===== src/rtl/dsel_pkg.sv =====
// Package: shared widths and the threshold table of the radix-4 digit selector.
// Assumes: estimates are signed sixteenths, and the index names intervals 8/16..15/16.
package dsel_pkg;

    localparam int EST_W     = 7;             // signed estimate width in sixteenths
    localparam int SUM_W     = EST_W + 1;     // width of the truncated residual adder
    localparam int IDX_W     = 3;             // interval index width
    localparam int NLVL      = 4;             // thresholds per interval
    localparam logic [IDX_W-1:0] FIRST_IDX = 3'b100;

    typedef logic signed [EST_W-1:0] est_t;
    typedef logic [IDX_W-1:0]        idx_t;

    // Level 0..3 selects the +2, +1, 0 and -1 thresholds of interval idx.
    function automatic est_t thr_lookup(input int unsigned lvl, input idx_t idx);
        est_t r;
        r = '0;
        case (lvl)
            0: case (idx)
                3'd0: r = est_t'(12);
                3'd1: r = est_t'(14);
                3'd2: r = est_t'(15);
                3'd3: r = est_t'(16);
                3'd4: r = est_t'(18);
                3'd5: r = est_t'(20);
                3'd6: r = est_t'(20);
                default: r = est_t'(22);
            endcase
            1: case (idx)
                3'd0, 3'd1, 3'd2, 3'd3: r = est_t'(4);
                3'd4, 3'd5:             r = est_t'(6);
                default:                r = est_t'(8);
            endcase
            2: case (idx)
                3'd0:             r = est_t'(-4);
                3'd1:             r = est_t'(-5);
                3'd2, 3'd3, 3'd4: r = est_t'(-6);
                default:          r = est_t'(-8);
            endcase
            default: case (idx)
                3'd0: r = est_t'(-13);
                3'd1: r = est_t'(-15);
                3'd2: r = est_t'(-16);
                3'd3: r = est_t'(-17);
                3'd4: r = est_t'(-18);
                3'd5: r = est_t'(-20);
                3'd6: r = est_t'(-22);
                default: r = est_t'(-23);
            endcase
        endcase
        return r;
    endfunction

endpackage


===== src/rtl/dsel_estimate.sv =====
// Module: truncated carry-propagate adder that turns the two top residual
// slices into a signed estimate of four times the residual.
// Assumes: the slices are already cut from the words, and lower bits are dropped.
module dsel_estimate
    import dsel_pkg::*;
(
    input  logic [SUM_W-1:0] slice_s,
    input  logic [SUM_W-1:0] slice_c,
    output est_t             est
);

    logic [SUM_W-1:0] sum_q;

    // Add the slices modulo 2^SUM_W and drop the lowest sum bit.
    always_comb begin
        sum_q = slice_s + slice_c;
        est   = est_t'(sum_q[SUM_W-1:1]);
    end

endmodule


===== src/rtl/dsel_index.sv =====
// Module: chooses the 3-bit interval index from the divisor or the partial root.
// Assumes: root_int is the integer bit, and the frac inputs weigh 2^-2..2^-4.
module dsel_index
    import dsel_pkg::*;
(
    input  idx_t div_frac,
    input  idx_t root_frac,
    input  logic root_int,
    input  logic op_sqrt,
    input  logic first_iter,
    output idx_t idx
);

    // Priority: division, then the first root step, then a root of one, then the root bits.
    always_comb begin
        if (!op_sqrt)
            idx = div_frac;
        else if (first_iter)
            idx = FIRST_IDX;
        else if (root_int)
            idx = '1;
        else
            idx = root_frac;
    end

endmodule


===== src/rtl/dsel_compare.sv =====
// Module: compares the estimate against the four thresholds of one interval
// and encodes the outcome as one-hot digit lines plus a sign.
// Assumes: the thresholds fall strictly from level 0 to level 3 in every interval.
module dsel_compare
    import dsel_pkg::*;
(
    input  est_t est,
    input  idx_t idx,
    output logic p2,
    output logic p1,
    output logic m1,
    output logic m2,
    output logic neg
);

    logic [NLVL-1:0] ge;

    // One comparator per threshold level; ge[l] means the estimate is at or above level l.
    for (genvar l = 0; l < NLVL; l++) begin : g_lvl
        assign ge[l] = (est >= thr_lookup(l, idx));
    end

    // Decode the thermometer into one-hot digit lines.
    always_comb begin
        p2  = ge[0];
        p1  = ge[1] & ~ge[0];
        m1  = ge[3] & ~ge[2];
        m2  = ~ge[3];
        neg = ~ge[2];
    end

    // The comparator outputs must form a thermometer, and the digit lines must be consistent.
    always_comb begin
        assert_thermo_order_R8: assert ((!ge[0] || ge[1]) && (!ge[1] || ge[2]) && (!ge[2] || ge[3]));
        assert_onehot_R9: assert ($onehot0({p2, p1, m1, m2}));
        assert_sign_R10: assert (neg == (m1 | m2));
    end

endmodule


===== src/rtl/dsel_r4_top.sv =====
// Module: radix-4 digit selection shared by division and square root.
// Slices the residual words, forms the estimate and index, and selects the digit.
// Assumes: all words are W bits wide, with the integer bit at W-1.
module dsel_r4_top
    import dsel_pkg::*;
#(
    parameter int W = 56
) (
    input  logic [W-1:0] res_sum,
    input  logic [W-1:0] res_carry,
    input  logic [W-1:0] divisor,
    input  logic [W-1:0] root,
    input  logic         op_sqrt,
    input  logic         first_iter,
    output logic         dig_p2,
    output logic         dig_p1,
    output logic         dig_m1,
    output logic         dig_m2,
    output logic         dig_neg
);

    localparam int SL_LO = W - SUM_W;       // lowest residual bit kept
    localparam int FR_HI = W - 3;           // operand bit of weight 2^-2
    localparam int FR_LO = FR_HI - IDX_W + 1;

    est_t est;
    idx_t idx;

    dsel_estimate u_est (
        .slice_s (res_sum[W-1:SL_LO]),
        .slice_c (res_carry[W-1:SL_LO]),
        .est     (est)
    );

    dsel_index u_idx (
        .div_frac   (divisor[FR_HI:FR_LO]),
        .root_frac  (root[FR_HI:FR_LO]),
        .root_int   (root[W-1]),
        .op_sqrt    (op_sqrt),
        .first_iter (first_iter),
        .idx        (idx)
    );

    dsel_compare u_cmp (
        .est (est),
        .idx (idx),
        .p2  (dig_p2),
        .p1  (dig_p1),
        .m1  (dig_m1),
        .m2  (dig_m2),
        .neg (dig_neg)
    );

    // Gathers the operand bits the selection never looks at.
    logic unused_bits;
    assign unused_bits = ^{res_sum[SL_LO-1:0], res_carry[SL_LO-1:0],
                           divisor[W-1:W-2], divisor[FR_LO-1:0],
                           root[W-2], root[FR_LO-1:0]};

    // Estimates outside every interval's thresholds have a fixed digit.
    always_comb begin
        if (est >= est_t'(22)) begin
            assert_big_est_R8: assert (dig_p2);
        end
        if (est < est_t'(-23)) begin
            assert_small_est_R8: assert (dig_m2);
        end
        if (est >= est_t'(-4) && est <= est_t'(3)) begin
            assert_zero_band_R7: assert (!(dig_p2 | dig_p1 | dig_m1 | dig_m2 | dig_neg));
        end
    end

endmodule


===== config.mk =====
export PLATFORM = sky130hd
export DESIGN_NAME = dsel_r4_top
export DESIGN_NICKNAME = d
export VERILOG_FILES = /design/src/rtl/dsel_pkg.sv /design/src/rtl/dsel_estimate.sv /design/src/rtl/dsel_index.sv /design/src/rtl/dsel_compare.sv /design/src/rtl/dsel_r4_top.sv
export SDC_FILE = /design/constraint.sdc
export NUM_CORES = 1
export LEC_CHECK = 0
export ABC_AREA = 1
export CORE_AREA = 4 4 88 90
export DETAILED_ROUTE_END_ITERATION = 12
export DIE_AREA = 0 0 92 94
export DONT_BUFFER_PORTS = 1
export PLACE_DENSITY = 0.3
export SYNTH_ARGS = -nofsm -noshare
export SYNTH_HDL_FRONTEND = slang
export SYNTH_SLANG_ARGS = --single-unit

===== constraint.sdc =====
create_clock -name vclk -period 1.6
set_input_delay 0 -clock vclk [all_inputs]
set_output_delay 0 -clock vclk [all_outputs]
set_load 0.05 [all_outputs]

# Yosys cells after proc, flatten, opt, wreduce, memory -nomap -nowiden
# Cells that the tools add are included.
[totals] regBits=0 latchBits=0 mem_bits_rw=0 rom_bits=0 input_bits=226 output_inout_bits=5 wordCells=28 n_memories=0
[classes] add_sub_neg=1 multipliers=0 n_div=0 n_lt_le_gt_ge=4 n_eq_ne=6 shifts=0 muxes=7 bitwise_logic=5 n_reduce_logical=5
[ops] op="5-bit one-hot mux with 7 select lines" n=1
[ops] op="5-bit one-hot mux with 6 select lines" n=1
[ops] op="7-bit by 6-bit greater-or-equal comparator with 1-bit output" n=2
[ops] op="3-bit equality test (second input constant)" n=3
[ops] op="3-bit two-way mux" n=3
[ops] op="3-bit one-hot mux with 3 select lines" n=1
[ops] op="8-bit adder" n=1
[ops] op="4-bit one-hot mux with 2 select lines" n=1
[ops] op="7-bit by 4-bit greater-or-equal comparator with 1-bit output" n=1
[ops] op="7-bit by 5-bit greater-or-equal comparator with 1-bit output" n=1
[ops] op="3-bit by 2-bit equality test with 1-bit output (second input constant)" n=2
[ops] op="2-bit OR reduction" n=2
[ops] op="4-bit OR reduction" n=1
[ops] op="3-bit by 1-bit equality test with 1-bit output (second input constant)" n=1
[ops] op="3-bit zero test" n=1
[ops] op="1-bit inverter" n=3
[ops] op="3-bit OR reduction" n=1
[ops] op="1-bit bitwise AND" n=2

# Longest topological paths before layout
# Gate-level depths: netlist (run 1).
[depth] depth_word=9 mapped_depth=20 mapped_depth_nobuf=20

# Modules after synthesis
# From an unflattened synthesis (run 1), not the netlist that was laid out.
[hier_totals] hier_cells=169 hier_area_um2=973.4
[modules_own_cells] mod="dsel_compare" instances=1 cells_per_inst=96 area_each_um2=556.8 seq_area_each_um2=0.0
[modules_own_cells] mod="dsel_estimate" instances=1 cells_per_inst=60 area_each_um2=364.1 seq_area_each_um2=0.0
[modules_own_cells] mod="dsel_index" instances=1 cells_per_inst=13 area_each_um2=52.6 seq_area_each_um2=0.0

# Worst setup path before layout (run 1)
# OpenSTA, ideal clock, no wires.
[synth_timing] path_kind="input-to-output" startpoint="input port res_sum[49]" endpoint="output port dig_p1" t_arrival_ns=2.118 required_time_ns=1.600 slack_ns=-0.518 stages=11 n_path_buf=0 path_cell_list="inv_1 -> fa_1 -> xnor2_1 -> inv_1 -> ha_1 -> nand2_1 -> a21boi_0 -> o21ai_0 -> nand2_1 -> nor3_1 -> nor2_1"
[synth_via] elab_chain_len=4 elab_cells_between_ends=5 cone_classes="1 x add/sub; 2 x order compare; 2 x bitwise"
[synth_rtl] item="start: declaration" line_no="dsel_r4_top.sv:9" source="input logic [W-1:0] res_sum,"
[synth_rtl] item="8-bit adder (*)" line_no="dsel_estimate.sv:16" source="sum_q = slice_s + slice_c;"
[synth_rtl] item="7-bit by 6-bit greater-or-equal comparator with 1-bit output" line_no="dsel_compare.sv:20" source="assign ge[l] = (est >= thr_lookup(l, idx));"
[synth_rtl] item="1-bit inverter" line_no="dsel_compare.sv:26" source="p1 = ge[1] & ~ge[0];"
[synth_rtl] item="1-bit bitwise AND (*)" line_no="dsel_compare.sv:26"
[synth_rtl] item="end: declaration" line_no="dsel_r4_top.sv:16" source="output logic dig_p1,"
# Mark *: on every way between the ends. The rest lies on a longest branch, timed or not.

# Worst setup path in the final report (run 1)
[layout_timing] startpoint="input port root[55]" endpoint="output port dig_neg"
[layout_via] elab_chain_len=8 elab_cells_between_ends=12 cone_classes="1 x order compare; 4 x eq/ne; 4 x mux; 1 x bitwise; 2 x reduce/logical"
[layout_rtl] item="start: declaration" line_no="dsel_r4_top.sv:12" source="input logic [W-1:0] root,"
[layout_rtl] item="3-bit two-way mux (*)" line_no="dsel_index.sv:20" source="else if (root_int)"
[layout_rtl] item="3-bit two-way mux (*)" line_no="dsel_index.sv:18" source="else if (first_iter)"
[layout_rtl] item="3-bit two-way mux (*)" line_no="dsel_index.sv:16" source="if (!op_sqrt)"
[layout_rtl] item="3-bit by 2-bit equality test with 1-bit output or 3-bit equality test (tied branches)" line_no="dsel_pkg.sv:34" source="2: case (idx)"
[layout_rtl] item="3-bit OR reduction" line_no="dsel_pkg.sv:34"
[layout_rtl] item="3-bit one-hot mux with 3 select lines (*)" line_no="dsel_pkg.sv:34"
[layout_rtl] item="7-bit by 4-bit greater-or-equal comparator with 1-bit output (*)" line_no="dsel_compare.sv:20"
[layout_rtl] item="1-bit inverter (*)" line_no="dsel_compare.sv:29" source="neg = ~ge[2];"
[layout_rtl] item="end: declaration" line_no="dsel_r4_top.sv:19" source="output logic dig_neg"
# Marked as above.

==> results of run 1 <==
[Yosys cell counts, drive strengths merged]
cell    count  share of area (%)
a21boi      2                2.6
a21oi       5                2.4
a22oi       1                2.1
fa          1                1.9
ha         22                 27
inv        46                 17
nand2      61                 24
nand3      10                4.9
nand3b      1               0.73
nand4       4                2.4
nor2       14                6.1
nor3        1               0.49
o21ai       6                3.7
o22ai       1               0.61
or2         3                2.1
xnor2       2                1.7
xor2        1               0.85
[power by group through the flow]
stage / Sequential, W / Combinational, W / Clock, W
floorplan: 0 / 0.000568 / 0
global placement: 0 / 0.000847 / 0
detailed placement: 0 / 0.000840 / 0
CTS: 0 / 0.000862 / 0
global route: 0 / 0.000991 / 0
finish: 0 / 0.000868 / 0
[area by class of cell]
class              count  share of cell area [%]
well taps             99                    7.86
repair buffers        32                    17.6
inverters             46                    11.6
multi-input cells    135                    62.9
[kinds of logic after synthesis]
family	Yosys count	share of synthesized area, %
and+or+nand+nor	94	40.6
buffers and inverters	46	16.8
adders and majority gates	23	28.7
AOI/OAI and AO/OA	15	11.3
xor gates and xnor gates	3	2.56
[metrics by stage]
stage / power, W / utilization, %
after floorplan: 0.000568 / -
after global routing: 0.000991 / 22.3
after CTS: 0.000862 / 21.7
final: 0.000868 / 22.3
after global placement: 0.000847 / 21.1
after detailed placement: 0.000840 / 21.1
[routing by layer]
layer	share of wire, %	track usage [%]	vias up
met3	1.9	0.240	0
met4	0	0	0
met2	45	12.5	17
li1	-	-	620
met1	53	9.30	481
met5	0	0	-
[placed cells by master (no fill, tap or decap), types with 2 or more instances in the layout]
master / instances
o21ai_0: 2
inv_2: 5
nor2_4: 2
nand3_2: 3
nand4_1: 4
ha_4: 3
nand2_2: 12
ha_1: 19
nand2_1: 49
a21oi_1: 2
a21oi_2: 2
nand3_1: 7
nor2_1: 11
o21ai_2: 3
buf_12: 3
buf_4: 29
inv_1: 38
clkinvlp_4: 2
[path summary, 6_finish.rpt]
| path | endpoint | from | cells past startpoint | slack, ns |
|---|---|---|---|---|
| worst max-delay path | dig_neg | root[55] | 16 | -0.24 |
| worst min-delay path | dig_m1 | res_sum[55] | 5 | 0.50 |
[timing repair]
action	4_1_cts	5_1_grt
endpoints found under the setup margin	5	5
setup buffers	3	1
resized for setup	4	7
pin swaps	9	3
==> run metrics, run 1 <==
antenna-violating nets left=0; Crit Path Class=in2out; library cells used by synthesis=25; Int Power=0.000383 W; full die area=8650 µm²; I/O pins=231; vias in the first global route=1182; seq_cells=0; Worst Setup Slack, final=-0.235 ns; DRC=0; post-layout min period=1.84 ns; GRT overflow=0; layout cells sized above 1=36.2%; CP Data Required Time=1.60 ns; Comb pwr share=100.0%; CP endpoint kind=primary output; syn_nets=430; Post-Syn Area=1030 µm²; GPL Wtd Cong=0.729; Multi-input gate area=991 µm²; failing checks=negative setup slack; DP Area=1490 µm²; I/O Buffers=0; routed len/inst=9.11 µm; largest fanout on the critical path=5; Final Hold Fails=0; Worst VDD drop=0.000125 V; Pleak=0.879 nW; Worst Max-Slew Pin Slew=0.253 ns; CP Buf/Inv Count=3; Final #Nets=464; Syn Inst Count=181; Reg power frac=0%; final setup fails=5; first-pass GRT wire length=4860 µm; max_slew headroom=83.1%; Final Instance Area=1580 µm²; WL final=2840 µm; Detailed Place HPWL=2670 µm; Filler cells=841; Seq/Total Area, Yosys=0%; clock share of power=0%; sw power=0.000486 W; pre-CTS setup slack=-0.327 ns; setup TNS=-0.968 ns; CP Launch Type=input pin; CP dominant cell by count=nand2_1; critical path cell sequence=or2_4 > a22oi_4 > buf_4 > nand3_2 > nand2_2 > nor2_1 > ha_1 > nand2_1 > nand2_1 > nand2_1 > nand2_1 > nand2_1 > inv_1 > nand3_1 > nand2_2 > clkinvlp_4; Synth Area per Inst=5.68 µm²; kind of cell adding the most delay to the critical path=simple AND/OR/NAND/NOR gates; Max-Cap Viols=0; Die Width=92 µm; Sequential cell area=0 µm²; Inst Count DP=308; outcome=complete, but fails checks; sw frac=55.9%; unrepaired setup endpoints after global routing=yes; Worst Hold Class=in2out; pwr dens=551 nW/µm²; DR iter-0 viols=40; Die H=94 µm; DR vias=1118; Detailed Routing Iterations Pass 1=3; largest net degree at the start of global routing=7; overall routing resource usage=6.77%; P&R area growth vs syn=53.2%; Via density=3.58; core area=7060 µm²; Synth Warn #=0; Slew Limit Fails=0; ant diodes=0; CLK BUF=0; share of the clock period used by the worst path=115%; CP max stage delay=0.27 ns; FMAX=545 MHz; Hold Slack=0.499 ns; CTS Hold Bufs=0; final cell count without fillers=312; slowest cell on the critical path=ha_1; antenna violations before repair=0; CP arrival=1.84 ns; starting density of the core=14.6%; FP Rows=31
(Power assumes the default switching activity.)
==> run 2: changes to the inputs <==
--- a/config.mk
+++ b/config.mk
@@ -6,11 +6,12 @@
 export NUM_CORES = 1
 export LEC_CHECK = 0
 export ABC_AREA = 1
-export CORE_AREA = 4 4 88 90
+export BUFFER_PORTS_ARGS = -buffer_cell sky130_fd_sc_hd__buf_2
+export CORE_AREA = 4 4 87 89
 export DETAILED_ROUTE_END_ITERATION = 12
-export DIE_AREA = 0 0 92 94
-export DONT_BUFFER_PORTS = 1
-export PLACE_DENSITY = 0.3
+export DIE_AREA = 0 0 91 93
+export PLACE_DENSITY = 0.61
+export SETUP_SLACK_MARGIN = 0.05
 export SYNTH_ARGS = -nofsm -noshare
 export SYNTH_HDL_FRONTEND = slang
 export SYNTH_SLANG_ARGS = --single-unit
==> run 2 against run 1 <==
Compared with the run above: the flow still finishes with violations (negative setup slack); largest power group unchanged; worst hold slack gained 0.15 ns; global-route usage is 0.16 points lower; combinational power rose by 8.6%; routed wire length down 2.5%; utilization rose by 3.1 points; fmax down 8.2%; non-clock buffer count grew 25; clock-buffer cell count did not move; sequential share of layout area unchanged; largest cell class unchanged; critical path depth up 4.
==> run metrics, run 2 (same netlist as run 1, synthesis figures left out) <==
outcome=complete, but fails checks; failing checks=negative setup slack; final setup fails=5 (unchanged); overall routing resource usage=6.61% (-0.16 points); WL final=2770 µm (-2.5%); total chip power=0.000943 W (+8.6%); Final Hold Fails=0 (unchanged); FMAX=500 MHz (-8.2%); CLK BUF=0 (unchanged); P&R area growth vs syn=66.7%; DRC=0 (unchanged); routed len/inst=8.71 µm (-4.3%); I/O pins=231 (unchanged); Crit path depth=20 (+4); CP max stage delay=0.25 ns (-0.02 ns); DR iter-0 viols=21 (-48%); FP Rows=30 (-3.2%); Pleak=0.976 nW (+11%); GPL Wtd Cong=0.791 (+8.6%); unrepaired setup endpoints after global routing=yes; CP dominant cell by count=nand2_1; pre-CTS setup slack=-0.491 ns (-0.164 ns); DR vias=1234 (+10%); Detailed Place HPWL=2480 µm (-7.0%); CP Buf/Inv Count=4 (+1); ant diodes=0 (unchanged); Final #Nets=489 (+5.4%); Detailed Routing Iterations Pass 1=4 (+1); seq_cells=0 (unchanged); Worst VDD drop=0.000184 V (+47%); full die area=8460 µm² (-2.1%); Slew Limit Fails=0 (unchanged); largest fanout on the critical path=6 (+1); GRT overflow=0 (unchanged); slowest cell on the critical path=or2_4; CP arrival=2.00 ns (+0.16 ns); Die H=93 µm (-1.1%); most common cell after layout, fill and taps aside=nand2_1; post-layout min period=2.00 ns (+0.164 ns); core area=6760 µm² (-4.3%); CP startpoint=root[52]; critical path cell sequence=buf_6 > or2_4 > a22oi_4 > inv_2 > nand2_2 > inv_2 > nand2_2 > nand2_2 > nor2_1 > ha_1 > nand2_1 > nand2_1 > nand2_1 > nand2_1 > nand2_1 > nand2_1 > nand2_2 > nand3_4 > nor2_4 > buf_8; Via density=3.88 (+8.3%); Hold Slack=0.650 ns (+0.150 ns); largest net degree at the start of global routing=7 (unchanged); Worst Setup Slack, final=-0.400 ns (-0.164 ns); antenna-violating nets left=0 (unchanged); share of the clock period used by the worst path=125% (+10 points); Worst Hold Class=in2out; pwr dens=550 nW/µm² (-0.18%); starting density of the core=15.2% (+0.65 points); commonest non-fill, non-tap cells in the layout=nand2_1, inv_1, buf_4; kind of cell adding the most delay to the critical path=simple AND/OR/NAND/NOR gates; Crit Path Class=in2out; Worst Max-Slew Pin Slew=0.361 ns (+0.109 ns); Max-Cap Viols=0 (unchanged); max_slew headroom=75.9% (-7.2 points); CP endpoint kind=primary output; I/O Buffers=30 (+30); vias in the first global route=1232 (+4.2%); layout cells sized above 1=44.5% (+8.4 points); fin util=25.4% (+3.1 points); Sequential cell area=0 µm² (unchanged); CP Launch Type=input pin; first-pass GRT wire length=4910 µm (+0.99%); CTS Hold Bufs=0 (unchanged); antenna violations before repair=0 (unchanged); CP Capture Point=dig_p1; Die Width=91 µm (-1.1%); CP Data Required Time=1.60 ns (about the same)
run 2: timing repair:
action                                  CTS  global route
resized for setup                        24            11
buffers inserted                          1             0
pin swaps                                15             7
endpoints found under the setup margin    5             5
run 2: how the worst min path moves through the flow:
stage                 from  endpoint  depth (start not counted)
4_1_cts        res_sum[55]   dig_neg                          7
3_5_place_dp   res_sum[55]    dig_m1                          7
3_3_place_gp   res_sum[55]    dig_m1                          7
5_1_grt        res_sum[55]    dig_m1                          7
2_1_floorplan  res_sum[55]    dig_p2                          4
6_report       res_sum[55]    dig_m1                          7
run 2: metrics by stage:
stage | setup TNS [ns] | cells | instance area [µm²]
after detailed placement | -2.21 | 317 | 1570
after global placement | -2.18 | 317 | 1570
final | -1.75 | 318 | 1710
after CTS | -1.76 | 318 | 1660
after floorplan | -0.399 | 181 | 1120
after global routing | -2.54 | 318 | 1710
run 2: power breakdown:
group / switching, W / leakage (nW) / total, W / internal, W
Combinational: 0.000517 / 0.976 / 0.000943 / 0.000426
Sequential: 0 / 0 / 0 / 0
Clock: 0 / 0 / 0 / 0
run 2: final cells by class:
cell class | count | area, µm²
Fill cell | 769 | 5040
Multi-Input combinational cell | 135 | 1020
Timing Repair Buffer | 57 | 415
Tap cell | 80 | 100
Inverter | 46 | 183
run 2: tightest hold or removal path, cell delays in order:
cell and delay (ns):
buf_2 0.08, xnor2_1 0.07, nand2_1 0.08, nand2_2 0.08
nand4_1 0.15, inv_4 0.04, buf_8 0.14
run 2: metal layers:
layer,track usage [%],vias to the layer above,share of wire (%)
li1,-,673,-
met1,8.30,536,46
met2,12.8,21,50
met3,0.161,4,2.9
met4,1.01,0,1.6
met5,0,-,0
==> run 3: changes to the inputs <==
--- a/config.mk
+++ b/config.mk
@@ -7,10 +7,11 @@
 export LEC_CHECK = 0
 export ABC_AREA = 1
 export BUFFER_PORTS_ARGS = -buffer_cell sky130_fd_sc_hd__buf_2
+export CAP_MARGIN = 10
 export CORE_AREA = 4 4 87 89
 export DETAILED_ROUTE_END_ITERATION = 12
 export DIE_AREA = 0 0 91 93
-export PLACE_DENSITY = 0.61
+export PLACE_DENSITY = 0.57
 export SETUP_SLACK_MARGIN = 0.05
 export SYNTH_ARGS = -nofsm -noshare
 export SYNTH_HDL_FRONTEND = slang
==> run 3 against run 2 <==
Compared with the run above: the flow still finishes with violations (negative setup slack); worst hold slack lost 0.014 ns; die area is the same; final cell count rose by 1.3%; clock-buffer cell count unchanged; non-clock buffer count grew 4; worst setup slack better by 0.021 ns; total power increased by 1.8%; first-iteration DRC count decreased by 67%; global-route usage shrank 0.15 points; sequential share of layout area stayed put; critical path depth shrank 1; fmax rose by 1.1%; highest routed layer is now met3.
==> run metrics, run 3 (same netlist as run 1, synthesis figures left out) <==
routed len/inst=8.50 µm (-2.5%); Detailed Routing Iterations Pass 1=4 (unchanged); fin util=26.1% (+0.69 points); max_slew headroom=81.8% (+5.9 points); I/O Buffers=30 (unchanged); CP endpoint kind=primary output; Pleak=1.01 nW (+3.0%); starting density of the core=15.2% (unchanged); Worst Hold Class=in2out; Worst Setup Slack, final=-0.378 ns (+0.0215 ns); antenna violations before repair=0 (unchanged); setup TNS=-1.70 ns (+0.0503 ns); DR vias=1246 (+0.97%); GPL Wtd Cong=0.811 (+2.4%); Detailed Place HPWL=2410 µm (-2.6%); DR iter-0 viols=7 (-67%); FMAX=506 MHz (+1.1%); overall routing resource usage=6.45% (-0.15 points); first-pass GRT wire length=4840 µm (-1.3%); full die area=8460 µm² (unchanged); Worst VDD drop=0.000152 V (-17%); failing checks=negative setup slack; FP Rows=30 (unchanged); Filler cells=764 (-0.65%); WL final=2740 µm (-1.3%); commonest non-fill, non-tap cells in the layout=nand2_1, inv_1, buf_4; CP arrival=1.98 ns (-0.02 ns); GRT overflow=0 (unchanged); CTS Hold Bufs=0 (unchanged); CP Data Required Time=1.60 ns (about the same); Max-Cap Viols=0 (unchanged); Hold Slack=0.636 ns (-0.0137 ns); unrepaired setup endpoints after global routing=yes; CP Launch Type=input pin; pre-CTS setup slack=-0.518 ns (-0.0270 ns); largest net degree at the start of global routing=7 (unchanged); post-layout min period=1.98 ns (-0.0215 ns); largest fanout on the critical path=4 (-2); layout cells sized above 1=45.9% (+1.3 points); Die Width=91 µm (unchanged); DP Area=1570 µm² (unchanged); Final Instance Area=1760 µm² (+2.7%); DRC=0 (unchanged); CLK BUF=0 (unchanged); outcome=complete, but fails checks; Multi-input gate area=1030 µm² (+0.99%); P&R area growth vs syn=71.2%; Final #Nets=493 (+0.82%); Crit Path Class=in2out; pwr dens=545 nW/µm² (-0.89%); ant diodes=0 (unchanged); antenna-violating nets left=0 (unchanged); Worst Max-Slew Pin Slew=0.271 ns (-0.0901 ns); share of the clock period used by the worst path=124% (-1.3 points); core area=6760 µm² (unchanged); seq_cells=0 (unchanged); Sequential cell area=0 µm² (unchanged); most common cell after layout, fill and taps aside=nand2_1; Final Hold Fails=0 (unchanged); vias in the first global route=1225 (-0.57%); final setup fails=5 (unchanged); Via density=3.87 (-0.28%); Slew Limit Fails=0 (unchanged); Die H=93 µm (unchanged); I/O pins=231 (unchanged)
[run 3: cell type report]
| cell class | count | share of cell area, % |
|---|---|---|
| Inverter | 46 | 10.7 |
| Multi-Input combinational cell | 135 | 58.3 |
| Tap cell | 80 | 5.69 |
| Timing Repair Buffer | 61 | 25.4 |
[run 3: worst paths after layout]
check	to	cells past startpoint	slack (ns)	start
hold / removal	dig_m1	7	0.64	res_sum[55]
setup / recovery	dig_m1	19	-0.38	root[55]
[run 3: worst max-delay path, cell delays in order]
cell     delay [ns]
buf_6          0.10
or2_4          0.25
a22oi_4        0.20
buf_12         0.15
nor2_4         0.04
nand2_2        0.10
o21ai_2        0.08
nor2_2         0.09
ha_1           0.23
nand2_1        0.06
nand2_1        0.07
nand2_1        0.07
nand2_1        0.05
nand2_1        0.07
inv_2          0.04
nand2_1        0.05
nand4_1        0.12
inv_4          0.08
buf_8          0.14
[run 3: metrics by stage]
stage / total power [W] / std cells
finish: 0.000960 / 322
global placement: 0.000812 / 317
CTS: 0.000903 / 318
floorplan: 0.000568 / 181
global route: 0.00108 / 322
detailed placement: 0.000824 / 317
[run 3: repair_timing]
item / in CTS / in global routing
cloned: 0 / 0
pin swaps: 13 / 6
buffers inserted: 1 / 4
gates resized for setup: 22 / 15
endpoints found under the setup margin: 5 / 5
[run 3: routing by layer]
| layer | routed length (µm) | global-route usage [%] | vias to the layer above |
|---|---|---|---|
| met3 | 82 | 0.161 | 0 |
| met2 | 1340 | 12.1 | 19 |
| met5 | 0 | 0 | - |
| met4 | 0 | 0 | 0 |
| li1 | - | - | 683 |
| met1 | 1310 | 8.73 | 544 |
[run 3: power breakdown]
| part | switching, W | leakage, nW | internal [W] | total, W |
|---|---|---|---|---|
| sequential | 0 | 0 | 0 | 0 |
| combinational | 0.000524 | 1.01 | 0.000436 | 0.000960 |
| clock | 0 | 0 | 0 | 0 |
